--- src/rtl/xw_pkg.sv ---
// Package: shared encodings of the two-level translation walker.
// Assumes a 32-bit entry whose low bits carry the control fields below.
package xw_pkg;

    // Entry field positions
    localparam int unsigned F_PRESENT  = 0;
    localparam int unsigned F_WRITABLE = 1;
    localparam int unsigned F_DIRTY    = 2;
    localparam int unsigned F_STATE_LO = 3;
    localparam int unsigned F_STATE_W  = 2;
    localparam int unsigned F_CTRL_TOP = F_STATE_LO + F_STATE_W - 1;

    // Allocation state of a page
    typedef enum logic [1:0] {
        PS_UNUSED    = 2'b00,
        PS_RESERVED  = 2'b01,
        PS_COMMITTED = 2'b10,
        PS_ILLEGAL   = 2'b11
    } page_state_e;

    // Response fault code
    typedef enum logic [1:0] {
        FLT_NONE   = 2'd0,
        FLT_ABSENT = 2'd1,
        FLT_WPROT  = 2'd2,
        FLT_UNUSED = 2'd3
    } fault_e;

    // Walk sequencer states
    typedef enum logic [2:0] {
        WS_IDLE,
        WS_DIR_REQ,
        WS_DIR_WAIT,
        WS_LEAF_REQ,
        WS_LEAF_WAIT,
        WS_MARK,
        WS_RESP
    } walk_st_e;

endpackage

--- src/rtl/xw_entry_decode.sv ---
// Module: splits a raw table entry into its control fields and frame number.
// Assumes the frame number occupies the top FRAME_W bits of the entry.
module xw_entry_decode
    import xw_pkg::*;
#(
    parameter int unsigned ENT_W   = 32,
    parameter int unsigned FRAME_W = 20
) (
    input  logic [ENT_W-1:0]   ent,
    output logic               present,
    output logic               writable,
    output logic               dirty,
    output page_state_e        state,
    output logic [FRAME_W-1:0] frame
);
    localparam int unsigned SPARE_LO = F_CTRL_TOP + 1;
    localparam int unsigned SPARE_HI = ENT_W - FRAME_W - 1;

    logic spare_unused;

    // Field extraction
    always_comb begin
        present  = ent[F_PRESENT];
        writable = ent[F_WRITABLE];
        dirty    = ent[F_DIRTY];
        state    = page_state_e'(ent[F_STATE_LO +: F_STATE_W]);
        frame    = ent[ENT_W-1 -: FRAME_W];
    end

    // Bits between the control fields and the frame carry no meaning here
    assign spare_unused = ^ent[SPARE_HI:SPARE_LO];

endmodule

--- src/rtl/xw_leaf_check.sv ---
// Module: classifies a leaf entry against the access type.
// Priority: unused state, then absence, then write protection.
// Also flags a write that must set the dirty bit first.
module xw_leaf_check
    import xw_pkg::*;
(
    input  logic        present,
    input  logic        writable,
    input  logic        dirty,
    input  page_state_e state,
    input  logic        is_write,
    output fault_e      fault,
    output logic        need_mark
);
    // Fault classification in priority order
    always_comb begin
        if (state == PS_UNUSED || state == PS_ILLEGAL) begin
            fault = FLT_UNUSED;
        end else if (!present) begin
            fault = FLT_ABSENT;
        end else if (is_write && !writable) begin
            fault = FLT_WPROT;
        end else begin
            fault = FLT_NONE;
        end
    end

    // Dirty write-back needed only for a successful write to a clean page
    assign need_mark = (fault == FLT_NONE) && is_write && !dirty;

endmodule

--- src/rtl/xw_addr_gen.sv ---
// Module: forms the directory entry address, leaf entry address and final
// physical address from captured walk state. Purely combinational.
// Assumes VA_W = 2*IDX_W + OFF_W and PA_W = FRAME_W + OFF_W.
module xw_addr_gen #(
    parameter int unsigned VA_W     = 32,
    parameter int unsigned PA_W     = 32,
    parameter int unsigned IDX_W    = 10,
    parameter int unsigned OFF_W    = 12,
    parameter int unsigned ESZ_LOG2 = 2
) (
    input  logic [VA_W-1:0]       vaddr,
    input  logic [PA_W-1:0]       dir_base,
    input  logic [PA_W-OFF_W-1:0] tbl_frame,
    input  logic [PA_W-OFF_W-1:0] leaf_frame,
    output logic [PA_W-1:0]       dir_addr,
    output logic [PA_W-1:0]       leaf_addr,
    output logic [PA_W-1:0]       final_addr
);
    logic [IDX_W-1:0] dir_idx;
    logic [IDX_W-1:0] tbl_idx;
    logic [PA_W-1:0]  tbl_base;

    // Index fields of the virtual address
    assign dir_idx  = vaddr[VA_W-1 -: IDX_W];
    assign tbl_idx  = vaddr[OFF_W +: IDX_W];
    assign tbl_base = {tbl_frame, {OFF_W{1'b0}}};

    // Entry addresses: table base plus scaled index
    assign dir_addr  = dir_base + (PA_W'(dir_idx) << ESZ_LOG2);
    assign leaf_addr = tbl_base + (PA_W'(tbl_idx) << ESZ_LOG2);

    // Physical address: frame number joined to the byte offset
    assign final_addr = {leaf_frame, vaddr[OFF_W-1:0]};

endmodule

--- src/rtl/xw_walk_seq.sv ---
// Module: sequences one walk at a time: directory read, leaf read,
// optional dirty write-back, then a held response.
// Assumes one mem_rsp_valid pulse per accepted read, never for a write.
module xw_walk_seq
    import xw_pkg::*;
#(
    parameter int unsigned VA_W    = 32,
    parameter int unsigned PA_W    = 32,
    parameter int unsigned ENT_W   = 32,
    parameter int unsigned FRAME_W = 20
) (
    input  logic               clk,
    input  logic               rst_n,
    input  logic [PA_W-1:0]    base_in,
    input  logic               req_valid,
    output logic               req_ready,
    input  logic [VA_W-1:0]    req_vaddr,
    input  logic               req_write,
    output logic               rsp_valid,
    input  logic               rsp_ready,
    output logic [PA_W-1:0]    rsp_paddr,
    output logic [1:0]         rsp_fault,
    output logic               mem_req_valid,
    input  logic               mem_req_ready,
    output logic [PA_W-1:0]    mem_req_addr,
    output logic               mem_req_we,
    output logic [ENT_W-1:0]   mem_req_wdata,
    input  logic               mem_rsp_valid,
    input  logic [ENT_W-1:0]   mem_rsp_data,
    input  logic               ent_present,
    input  logic [FRAME_W-1:0] ent_frame,
    input  fault_e             leaf_fault,
    input  logic               leaf_mark,
    input  logic [PA_W-1:0]    dir_addr,
    input  logic [PA_W-1:0]    leaf_addr,
    input  logic [PA_W-1:0]    final_addr,
    output logic [VA_W-1:0]    va_q,
    output logic               wr_q,
    output logic [PA_W-1:0]    base_q,
    output logic [FRAME_W-1:0] tbl_frame_q
);
    localparam logic [ENT_W-1:0] DIRTY_MASK = ENT_W'(1) << F_DIRTY;

    walk_st_e          st;
    logic [ENT_W-1:0]  leaf_q;
    fault_e            fault_q;
    logic [PA_W-1:0]   paddr_q;

    // Walk state machine and captured walk context
    always_ff @(posedge clk) begin
        if (!rst_n) begin
            st          <= WS_IDLE;
            va_q        <= '0;
            wr_q        <= 1'b0;
            base_q      <= '0;
            tbl_frame_q <= '0;
            leaf_q      <= '0;
            fault_q     <= FLT_NONE;
            paddr_q     <= '0;
        end else begin
            case (st)
                WS_IDLE: begin
                    if (req_valid) begin
                        va_q   <= req_vaddr;
                        wr_q   <= req_write;
                        base_q <= base_in;
                        st     <= WS_DIR_REQ;
                    end
                end
                WS_DIR_REQ: begin
                    if (mem_req_ready) st <= WS_DIR_WAIT;
                end
                WS_DIR_WAIT: begin
                    if (mem_rsp_valid) begin
                        if (ent_present) begin
                            tbl_frame_q <= ent_frame;
                            st          <= WS_LEAF_REQ;
                        end else begin
                            fault_q <= FLT_ABSENT;
                            paddr_q <= '0;
                            st      <= WS_RESP;
                        end
                    end
                end
                WS_LEAF_REQ: begin
                    if (mem_req_ready) st <= WS_LEAF_WAIT;
                end
                WS_LEAF_WAIT: begin
                    if (mem_rsp_valid) begin
                        leaf_q  <= mem_rsp_data;
                        fault_q <= leaf_fault;
                        paddr_q <= (leaf_fault == FLT_NONE) ? final_addr : '0;
                        st      <= leaf_mark ? WS_MARK : WS_RESP;
                    end
                end
                WS_MARK: begin
                    if (mem_req_ready) st <= WS_RESP;
                end
                WS_RESP: begin
                    if (rsp_ready) st <= WS_IDLE;
                end
                default: st <= WS_IDLE;
            endcase
        end
    end

    // Handshake and memory request outputs decoded from the state
    always_comb begin
        req_ready     = (st == WS_IDLE);
        rsp_valid     = (st == WS_RESP);
        rsp_paddr     = paddr_q;
        rsp_fault     = fault_q;
        mem_req_valid = (st == WS_DIR_REQ) || (st == WS_LEAF_REQ) || (st == WS_MARK);
        mem_req_we    = (st == WS_MARK);
        mem_req_addr  = (st == WS_DIR_REQ) ? dir_addr : leaf_addr;
        mem_req_wdata = (st == WS_MARK) ? (leaf_q | DIRTY_MASK) : '0;
    end

endmodule

--- src/rtl/xlat_walker.sv ---
// Module: two-level address translation walker (top).
// Holds the directory base register and connects the sequencer, entry
// decoder, leaf classifier and address generator. One walk at a time.
module xlat_walker
    import xw_pkg::*;
#(
    parameter int unsigned VA_W  = 32,
    parameter int unsigned PA_W  = 32,
    parameter int unsigned IDX_W = 10,
    parameter int unsigned OFF_W = 12,
    parameter int unsigned ENT_W = 32
) (
    input  logic             clk,
    input  logic             rst_n,
    input  logic             base_wr_en,
    input  logic [PA_W-1:0]  base_wr_data,
    input  logic             req_valid,
    output logic             req_ready,
    input  logic [VA_W-1:0]  req_vaddr,
    input  logic             req_write,
    output logic             rsp_valid,
    input  logic             rsp_ready,
    output logic [PA_W-1:0]  rsp_paddr,
    output logic [1:0]       rsp_fault,
    output logic             mem_req_valid,
    input  logic             mem_req_ready,
    output logic [PA_W-1:0]  mem_req_addr,
    output logic             mem_req_we,
    output logic [ENT_W-1:0] mem_req_wdata,
    input  logic             mem_rsp_valid,
    input  logic [ENT_W-1:0] mem_rsp_data
);
    localparam int unsigned FRAME_W  = PA_W - OFF_W;
    localparam int unsigned ESZ_LOG2 = $clog2(ENT_W / 8);

    logic [PA_W-1:0]    base_reg;
    logic               ent_present;
    logic               ent_writable;
    logic               ent_dirty;
    page_state_e        ent_state;
    logic [FRAME_W-1:0] ent_frame;
    fault_e             leaf_fault;
    logic               leaf_mark;
    logic [PA_W-1:0]    dir_addr;
    logic [PA_W-1:0]    leaf_addr;
    logic [PA_W-1:0]    final_addr;
    logic [VA_W-1:0]    va_q;
    logic               wr_q;
    logic [PA_W-1:0]    base_q;
    logic [FRAME_W-1:0] tbl_frame_q;

    // Directory base register, loaded by software at any time
    always_ff @(posedge clk) begin
        if (!rst_n) base_reg <= '0;
        else if (base_wr_en) base_reg <= base_wr_data;
    end

    xw_entry_decode #(
        .ENT_W   (ENT_W),
        .FRAME_W (FRAME_W)
    ) u_dec (
        .ent      (mem_rsp_data),
        .present  (ent_present),
        .writable (ent_writable),
        .dirty    (ent_dirty),
        .state    (ent_state),
        .frame    (ent_frame)
    );

    xw_leaf_check u_cls (
        .present   (ent_present),
        .writable  (ent_writable),
        .dirty     (ent_dirty),
        .state     (ent_state),
        .is_write  (wr_q),
        .fault     (leaf_fault),
        .need_mark (leaf_mark)
    );

    xw_addr_gen #(
        .VA_W     (VA_W),
        .PA_W     (PA_W),
        .IDX_W    (IDX_W),
        .OFF_W    (OFF_W),
        .ESZ_LOG2 (ESZ_LOG2)
    ) u_agen (
        .vaddr      (va_q),
        .dir_base   (base_q),
        .tbl_frame  (tbl_frame_q),
        .leaf_frame (ent_frame),
        .dir_addr   (dir_addr),
        .leaf_addr  (leaf_addr),
        .final_addr (final_addr)
    );

    xw_walk_seq #(
        .VA_W    (VA_W),
        .PA_W    (PA_W),
        .ENT_W   (ENT_W),
        .FRAME_W (FRAME_W)
    ) u_seq (
        .clk           (clk),
        .rst_n         (rst_n),
        .base_in       (base_reg),
        .req_valid     (req_valid),
        .req_ready     (req_ready),
        .req_vaddr     (req_vaddr),
        .req_write     (req_write),
        .rsp_valid     (rsp_valid),
        .rsp_ready     (rsp_ready),
        .rsp_paddr     (rsp_paddr),
        .rsp_fault     (rsp_fault),
        .mem_req_valid (mem_req_valid),
        .mem_req_ready (mem_req_ready),
        .mem_req_addr  (mem_req_addr),
        .mem_req_we    (mem_req_we),
        .mem_req_wdata (mem_req_wdata),
        .mem_rsp_valid (mem_rsp_valid),
        .mem_rsp_data  (mem_rsp_data),
        .ent_present   (ent_present),
        .ent_frame     (ent_frame),
        .leaf_fault    (leaf_fault),
        .leaf_mark     (leaf_mark),
        .dir_addr      (dir_addr),
        .leaf_addr     (leaf_addr),
        .final_addr    (final_addr),
        .va_q          (va_q),
        .wr_q          (wr_q),
        .base_q        (base_q),
        .tbl_frame_q   (tbl_frame_q)
    );

endmodule


--- config.mk ---
export PLATFORM = sky130hd
export DESIGN_NAME = xlat_walker
export DESIGN_NICKNAME = d
export VERILOG_FILES = /design/src/rtl/xw_pkg.sv /design/src/rtl/xw_entry_decode.sv /design/src/rtl/xw_leaf_check.sv /design/src/rtl/xw_addr_gen.sv /design/src/rtl/xw_walk_seq.sv /design/src/rtl/xlat_walker.sv
export SDC_FILE = /design/constraint.sdc
export NUM_CORES = 1
export LEC_CHECK = 0
export BUFFER_PORTS_ARGS = -buffer_cell sky130_fd_sc_hd__buf_2
export CAP_MARGIN = 20
export CORE_MARGIN = 10
export CORE_UTILIZATION = 49
export CTS_CLUSTER_SIZE = 30
export DETAILED_ROUTE_END_ITERATION = 10
export HOLD_SLACK_MARGIN = 0.05
export PLACE_DENSITY = 0.87
export SLEW_MARGIN = 20
export SYNTH_ARGS = -nofsm -noshare
export SYNTH_HDL_FRONTEND = slang
export SYNTH_SLANG_ARGS = --single-unit
export TNS_END_PERCENT = 5
--- constraint.sdc ---
create_clock -name clk -period 2.62 [get_ports clk]
set_clock_uncertainty 0.1 [all_clocks]
set_input_delay 0.131 -clock clk [delete_from_list [all_inputs] [get_ports clk]]
set_output_delay 0.131 -clock clk [all_outputs]
set_load 0.01 [all_outputs]
Yosys cells after proc, flatten, opt, wreduce, memory -nomap -nowiden

Index checks and enable logic that the tools add are counted.

Bits in registers: 186
Bits of input ports: 104
Output and inout bits: 102
Word-level logic and storage cells: 67

$add $sub $neg: 2
Equal/unequal tests: 15
Multiplexer cells: 24
Reduce and logical (&&, ||, !) cells: 17

Operator list:

| kind                                          | count |
|---|---|
| two-way mux 32 bit                            | 6 |
| adder 32 x 12 -> 32 bit                       | 2 |
| case mux 32 bit (2 select lines)              | 1 |
| two-way mux 3 bit                             | 8 |
| case mux 3 bit (7 select lines)               | 1 |
| two-way mux 2 bit                             | 7 |
| != test 2 bit, second input constant          | 7 |
| == test 3 bit, second input constant          | 3 |
| AND reduction 7 bit                           | 1 |
| == test 3 x 2 -> 1 bit, second input constant | 2 |
| logical NOT 2 bit                             | 2 |
| case mux 2 bit (2 select lines)               | 1 |
| AND reduction 2 bit                           | 2 |
| AND reduction 4 bit                           | 1 |
| == test 3 x 1 -> 1 bit, second input constant | 1 |
| logical AND 1 bit                             | 3 |
| logical NOT 3 bit                             | 1 |
| logical OR 1 bit                              | 3 |
| AND reduction 3 bit                           | 1 |
| == test 2 bit, second input constant          | 1 |
| logical NOT 1 bit                             | 2 |
| != test 2 x 1 -> 1 bit, second input constant | 1 |
| nonzero test 2 bit                            | 1 |

Logic depth before layout (Yosys ltp)

Word-level depth: 11
Mapped depth: 9
Mapped depth without buffers: 8

Hierarchy

A second synthesis with hierarchy kept.

Cells, all modules: 1092
Area total of the unflattened synthesis: 9432.8 µm²

Modules (own cells, without submodules):

| module          | instances | cells each | area an instance (µm²) |
|---|---|---|---|
| xw_walk_seq     | 1         | 773        | 6603.8 |
| xw_addr_gen     | 1         | 186        | 1363.8 |
| xlat_walker     | 1         | 103        | 1243.7 |
| xw_entry_decode | 1         | 25         | 187.7 |
| xw_leaf_check   | 1         | 5          | 33.8 |

Worst setup path before layout

No wires, ideal clock.

Path kind: register -> output
Start: register u_seq.base_q[2]
End: output port mem_req_addr[20]
Data arrival time: 2.403 ns
Data required time: 2.389 ns
Path slack: -0.014 ns
Cell stages (with the launch flop): 10
Path through: dfxtp_1 ha_1 fa_1 a21oi_1 o21ai_1 a221o_1 a31oi_2 buf_4 mux2_2 nand2_1

Longest elaborated chain between the ends: 2

RTL lines:

| what                    | line               | text |
|---|---|---|
| from (decl)             | xw_walk_seq.sv:39  | `output logic [PA_W-1:0] base_q,` |
| from (signal assigned)  | xw_walk_seq.sv:66  | `base_q <= base_in;` |
| adder 32 x 12 -> 32 bit | xw_addr_gen.sv:29  | `assign dir_addr = dir_base + (PA_W'(dir_idx) << ESZ_LOG2);` |
| two-way mux 32 bit      | xw_walk_seq.sv:115 | `mem_req_addr = (st == WS_DIR_REQ) ? dir_addr : leaf_addr;` |
| to (decl)               | xlat_walker.sv:27  | `output logic [PA_W-1:0] mem_req_addr,` |

No other way between the ends.

Worst setup path after layout

Start: register u_seq.va_q[24]
End: output port mem_req_addr[26]

Longest elaborated chain between the ends: 2

RTL lines:

| what                    | line               | text |
|---|---|---|
| from (decl)             | xw_walk_seq.sv:37  | `output logic [VA_W-1:0] va_q,` |
| from (signal assigned)  | xw_walk_seq.sv:64  | `va_q <= req_vaddr;` |
| adder 32 x 12 -> 32 bit | xw_addr_gen.sv:29  |  |
| two-way mux 32 bit      | xw_walk_seq.sv:115 |  |

No other way between the ends.

==> flow_results.xml <==
<?xml version="1.0" encoding="UTF-8"?>
<metrics>
  <group name="timing">
    <metric name="whs" unit="ns">0.114</metric>
    <metric name="final_critical_path_setup_slack" unit="ns">-0.444</metric>
    <metric name="fmaxAchievable" unit="MHz">326</metric>
    <metric name="setup_viol_count_final" unit="">23</metric>
    <metric name="worst_slew_margin_rel" unit="%">31.4</metric>
    <metric name="tns" unit="ns">-5.34</metric>
    <metric name="timing_max_transition_violations_final" unit="">0</metric>
    <metric name="timing.final.crit_period" unit="ns">3.06</metric>
    <metric name="tightest_slew" unit="ns">1.03</metric>
    <metric name="fin_crit_sh" unit="%">117</metric>
    <metric name="grt_setup_unrepaired" unit="">true</metric>
    <metric name="timing.final.hold_violations" unit="">0</metric>
  </group>
  <group name="cells_and_area">
    <metric name="layout-drive-gt1-share" unit="%">22.8</metric>
    <metric name="finalInstanceArea" unit="um^2">11500</metric>
    <metric name="layout.cells.most_common_list" unit="">sky130_fd_sc_hd__nand2_1, sky130_fd_sc_hd__buf_2, sky130_fd_sc_hd__dfxtp_1, sky130_fd_sc_hd__a21boi_0, sky130_fd_sc_hd__dlygate4sd3_1</metric>
    <metric name="fill_cell_count" unit="">1304</metric>
    <metric name="final_nets" unit="">1405</metric>
    <metric name="layout-area-overhead-vs-synth" unit="%">35.6</metric>
    <metric name="area.sequential" unit="um^2">3710</metric>
    <metric name="layout_commonest_cell" unit="">sky130_fd_sc_hd__nand2_1</metric>
    <metric name="multi_input_comb_area" unit="um^2">4540</metric>
    <metric name="final_cells" unit="">1525</metric>
  </group>
  <group name="clock_tree">
    <metric name="h-tree-depth" unit="">4</metric>
    <metric name="clkSinkCount" unit="">185</metric>
    <metric name="cts_made_buffers" unit="">17</metric>
    <metric name="clockBufferDepth" unit="">2</metric>
    <metric name="clk_pin_slew" unit="ns">0.07</metric>
    <metric name="tritoncts" unit="">yes</metric>
    <metric name="clockRootBuffer" unit="">sky130_fd_sc_hd__clkbuf_16</metric>
    <metric name="worst_skew_pair.late_latency" unit="ns">0.44</metric>
  </group>
  <group name="routing">
    <metric name="route.detailed.drc" unit="">0</metric>
    <metric name="detail_route.vias_per_cell" unit="">5.38</metric>
    <metric name="detailroute.via_count" unit="">8198</metric>
    <metric name="route.final.wire_length" unit="um">26800</metric>
    <metric name="antenna_left" unit="">0</metric>
    <metric name="detailedRoute.firstPassIterationCount" unit="">5</metric>
    <metric name="routed_wire_length_per_instance" unit="um">17.6</metric>
    <metric name="dr.first_iter.drc_count" unit="">508</metric>
  </group>
  <group name="worst_setup_path">
    <metric name="maximum_fanout_along_the_worst_path" unit="">7</metric>
    <metric name="cp.required" unit="ns">2.39</metric>
    <metric name="critPathLaunchType" unit="">register</metric>
    <metric name="setup.worst_path.class" unit="">register to output port</metric>
    <metric name="worst_setup_end_kind" unit="">output port</metric>
    <metric name="worst_ep_arrival_time" unit="ns">2.83</metric>
  </group>
  <group name="run_status">
    <metric name="violations" unit="">negative setup slack</metric>
    <metric name="outcome" unit="">finished with violations</metric>
  </group>
  <group name="synth">
    <metric name="yosysWarningCount" unit="">0</metric>
    <metric name="synth-seq-area-share" unit="%">43.8</metric>
    <metric name="synth_enable_flop_cells" unit="">0</metric>
    <metric name="synth.avg_cell_area" unit="um^2">8.33</metric>
    <metric name="syn-cell-area" unit="um^2">8450</metric>
    <metric name="async_reset_ff_share" unit="%">0</metric>
    <metric name="yosys.cell_types.count" unit="">53</metric>
    <metric name="synthCells" unit="">1015</metric>
    <metric name="synthFlopType" unit="">sky130_fd_sc_hd__dfxtp_1</metric>
    <metric name="synth_nets" unit="">1130</metric>
    <metric name="ys_ff_latch" unit="">185</metric>
  </group>
  <group name="die">
    <metric name="die_height" unit="um">151</metric>
    <metric name="die_ar" unit="um^2">22900</metric>
    <metric name="placement_rows" unit="">47</metric>
    <metric name="core-area" unit="um^2">16800</metric>
    <metric name="start_util" unit="%">50.4</metric>
    <metric name="io_pins" unit="">206</metric>
    <metric name="die_x" unit="um">151</metric>
  </group>
  <group name="grt">
    <metric name="grt_use_total" unit="%">23.0</metric>
    <metric name="grt_pass1_wl" unit="um">42300</metric>
    <metric name="antenna_found_initial" unit="">2</metric>
    <metric name="grt_overflow_total" unit="">0</metric>
    <metric name="grt_start_max_net_pins" unit="">72</metric>
    <metric name="first_global_vias" unit="">8204</metric>
  </group>
  <group name="power">
    <metric name="net-switching-power" unit="mW">2.52</metric>
    <metric name="leakage" unit="nW">4.82</metric>
    <metric name="total_power" unit="mW">7.63</metric>
    <metric name="ir_worst_vdd" unit="mV">0.523</metric>
    <metric name="seq_power_share" unit="%">42.2</metric>
    <metric name="power_switching_share" unit="%">33.0</metric>
    <metric name="power_frac_clock" unit="%">33.1</metric>
    <metric name="comb_power_share" unit="%">24.7</metric>
    <metric name="intPower" unit="mW">5.11</metric>
    <metric name="cell_pwr_density" unit="nW/um^2">665</metric>
  </group>
  <group name="placed_design">
    <metric name="io_buffers" unit="">205</metric>
    <metric name="dp_hpwl" unit="um">17400</metric>
    <metric name="finalWeightedCongestion" unit="">0.910</metric>
    <metric name="place_area" unit="um^2">9720</metric>
    <metric name="dpl.cell_count" unit="">1388</metric>
  </group>
  <group name="job">
    <metric name="cap_viol_max_count" unit="">0</metric>
  </group>
  <group name="min_path">
    <metric name="min-delay-path-class" unit="">primary input to register</metric>
  </group>
</metrics>
cell families (layout without fill, tap and decap cells):
group                    count (synthesis)  in the layout  share of synthesized area [%]
buffers and inverters                   84            372                           4.04
multiplexers                            43             43                           5.12
AO/OA/AOI/OAI                          215            215                           18.4
adder cells (fa/ha/maj)                 11             11                           1.72
XOR/XNOR                                12             12                           1.24
flip-flops                             185            185                           43.8
other                                    0              2                              0
AND/OR/NAND/NOR                        465            465                           25.7
layout make-up:
| class | instances | area share (%) |
|---|---|---|
| multi-input combinational | 746 | 39.6 |
| sequential | 185 | 32.3 |
| timing repair buffer | 332 | 20.4 |
| clock buffer | 19 | 3.78 |
| tap | 220 | 2.40 |
| clock inverter | 13 | 1.20 |
| inverter | 8 | 0.262 |
| antenna | 2 | 0.0436 |
per-stage QoR:
step	setup slack, ns	utilization (%)
4_1_cts	-0.406	68.1
2_1_floorplan	0.00717	-
5_1_grt	-0.560	68.4
3_3_place_gp	-0.0868	58.0
6_report	-0.444	68.4
3_5_place_dp	-0.176	58.0
power groups by stage:
stage / clock network (mW) / registers (mW) / logic [mW]
global route: 2.67 / 3.25 / 2.08
finish: 2.53 / 3.22 / 1.89
global placement: 0 / 3.26 / 1.66
CTS: 2.57 / 3.21 / 1.84
detailed placement: 0 / 3.27 / 1.70
floorplan: 0 / 3.20 / 1.11
worst max-delay path, cell delays in order (launching register included):
cell and delay [ns]:
sky130_fd_sc_hd__dfxtp_1 0.33, sky130_fd_sc_hd__ha_1 0.39, sky130_fd_sc_hd__a21oi_4 0.09, sky130_fd_sc_hd__o21ai_2 0.17, sky130_fd_sc_hd__a221o_1 0.24, sky130_fd_sc_hd__a31oi_4 0.12
sky130_fd_sc_hd__buf_6 0.15, sky130_fd_sc_hd__buf_16 0.12, sky130_fd_sc_hd__or4_1 0.46, sky130_fd_sc_hd__a31oi_1 0.17, sky130_fd_sc_hd__buf_2 0.15
cells in the mapped netlist (all sizes together) (14+ instances only):
cell type | number | area share [%]
and2 | 14 | 1.0
clkbuf | 57 | 2.5
a22oi | 37 | 3.3
nor2 | 18 | 0.89
a21oi | 15 | 0.89
mux2i | 41 | 4.9
nand2 | 279 | 12
a21boi | 117 | 10
and3 | 34 | 2.5
dfxtp | 185 | 44
nor2b | 70 | 5.2
buf | 19 | 1.1
o21ai | 18 | 1.1
final timing paths:
check	startpoint	endpoint	slack (ns)	cells after the start
max	u_seq.va_q[24]	mem_req_addr[26]	-0.44	10
min	req_valid	u_seq.va_q[1]	0.11	4
max reg2reg	u_seq.st[2]	u_seq.rsp_paddr[14]	0.36	7
min reg2reg	u_seq.leaf_q[10]	u_seq.leaf_q[10]	0.36	2
routing by layer:
layer	track usage [%]	wire (um)
met1	26.9	10700
met2	38.2	13000
met3	7.07	2350
met4	9.34	733
met5	0	0
timing repair:
action / CTS / global route
buffers inserted: 4 / 1
endpoints found under the setup margin: 24 / 26
pin swaps: 9 / 2
gates resized for setup: 21 / 11
endpoints found under the hold margin: 137 / 0
cloned: 1 / 0
hold buffers: 97 / 0
Note: power is estimated with default switching activity, not from simulation.
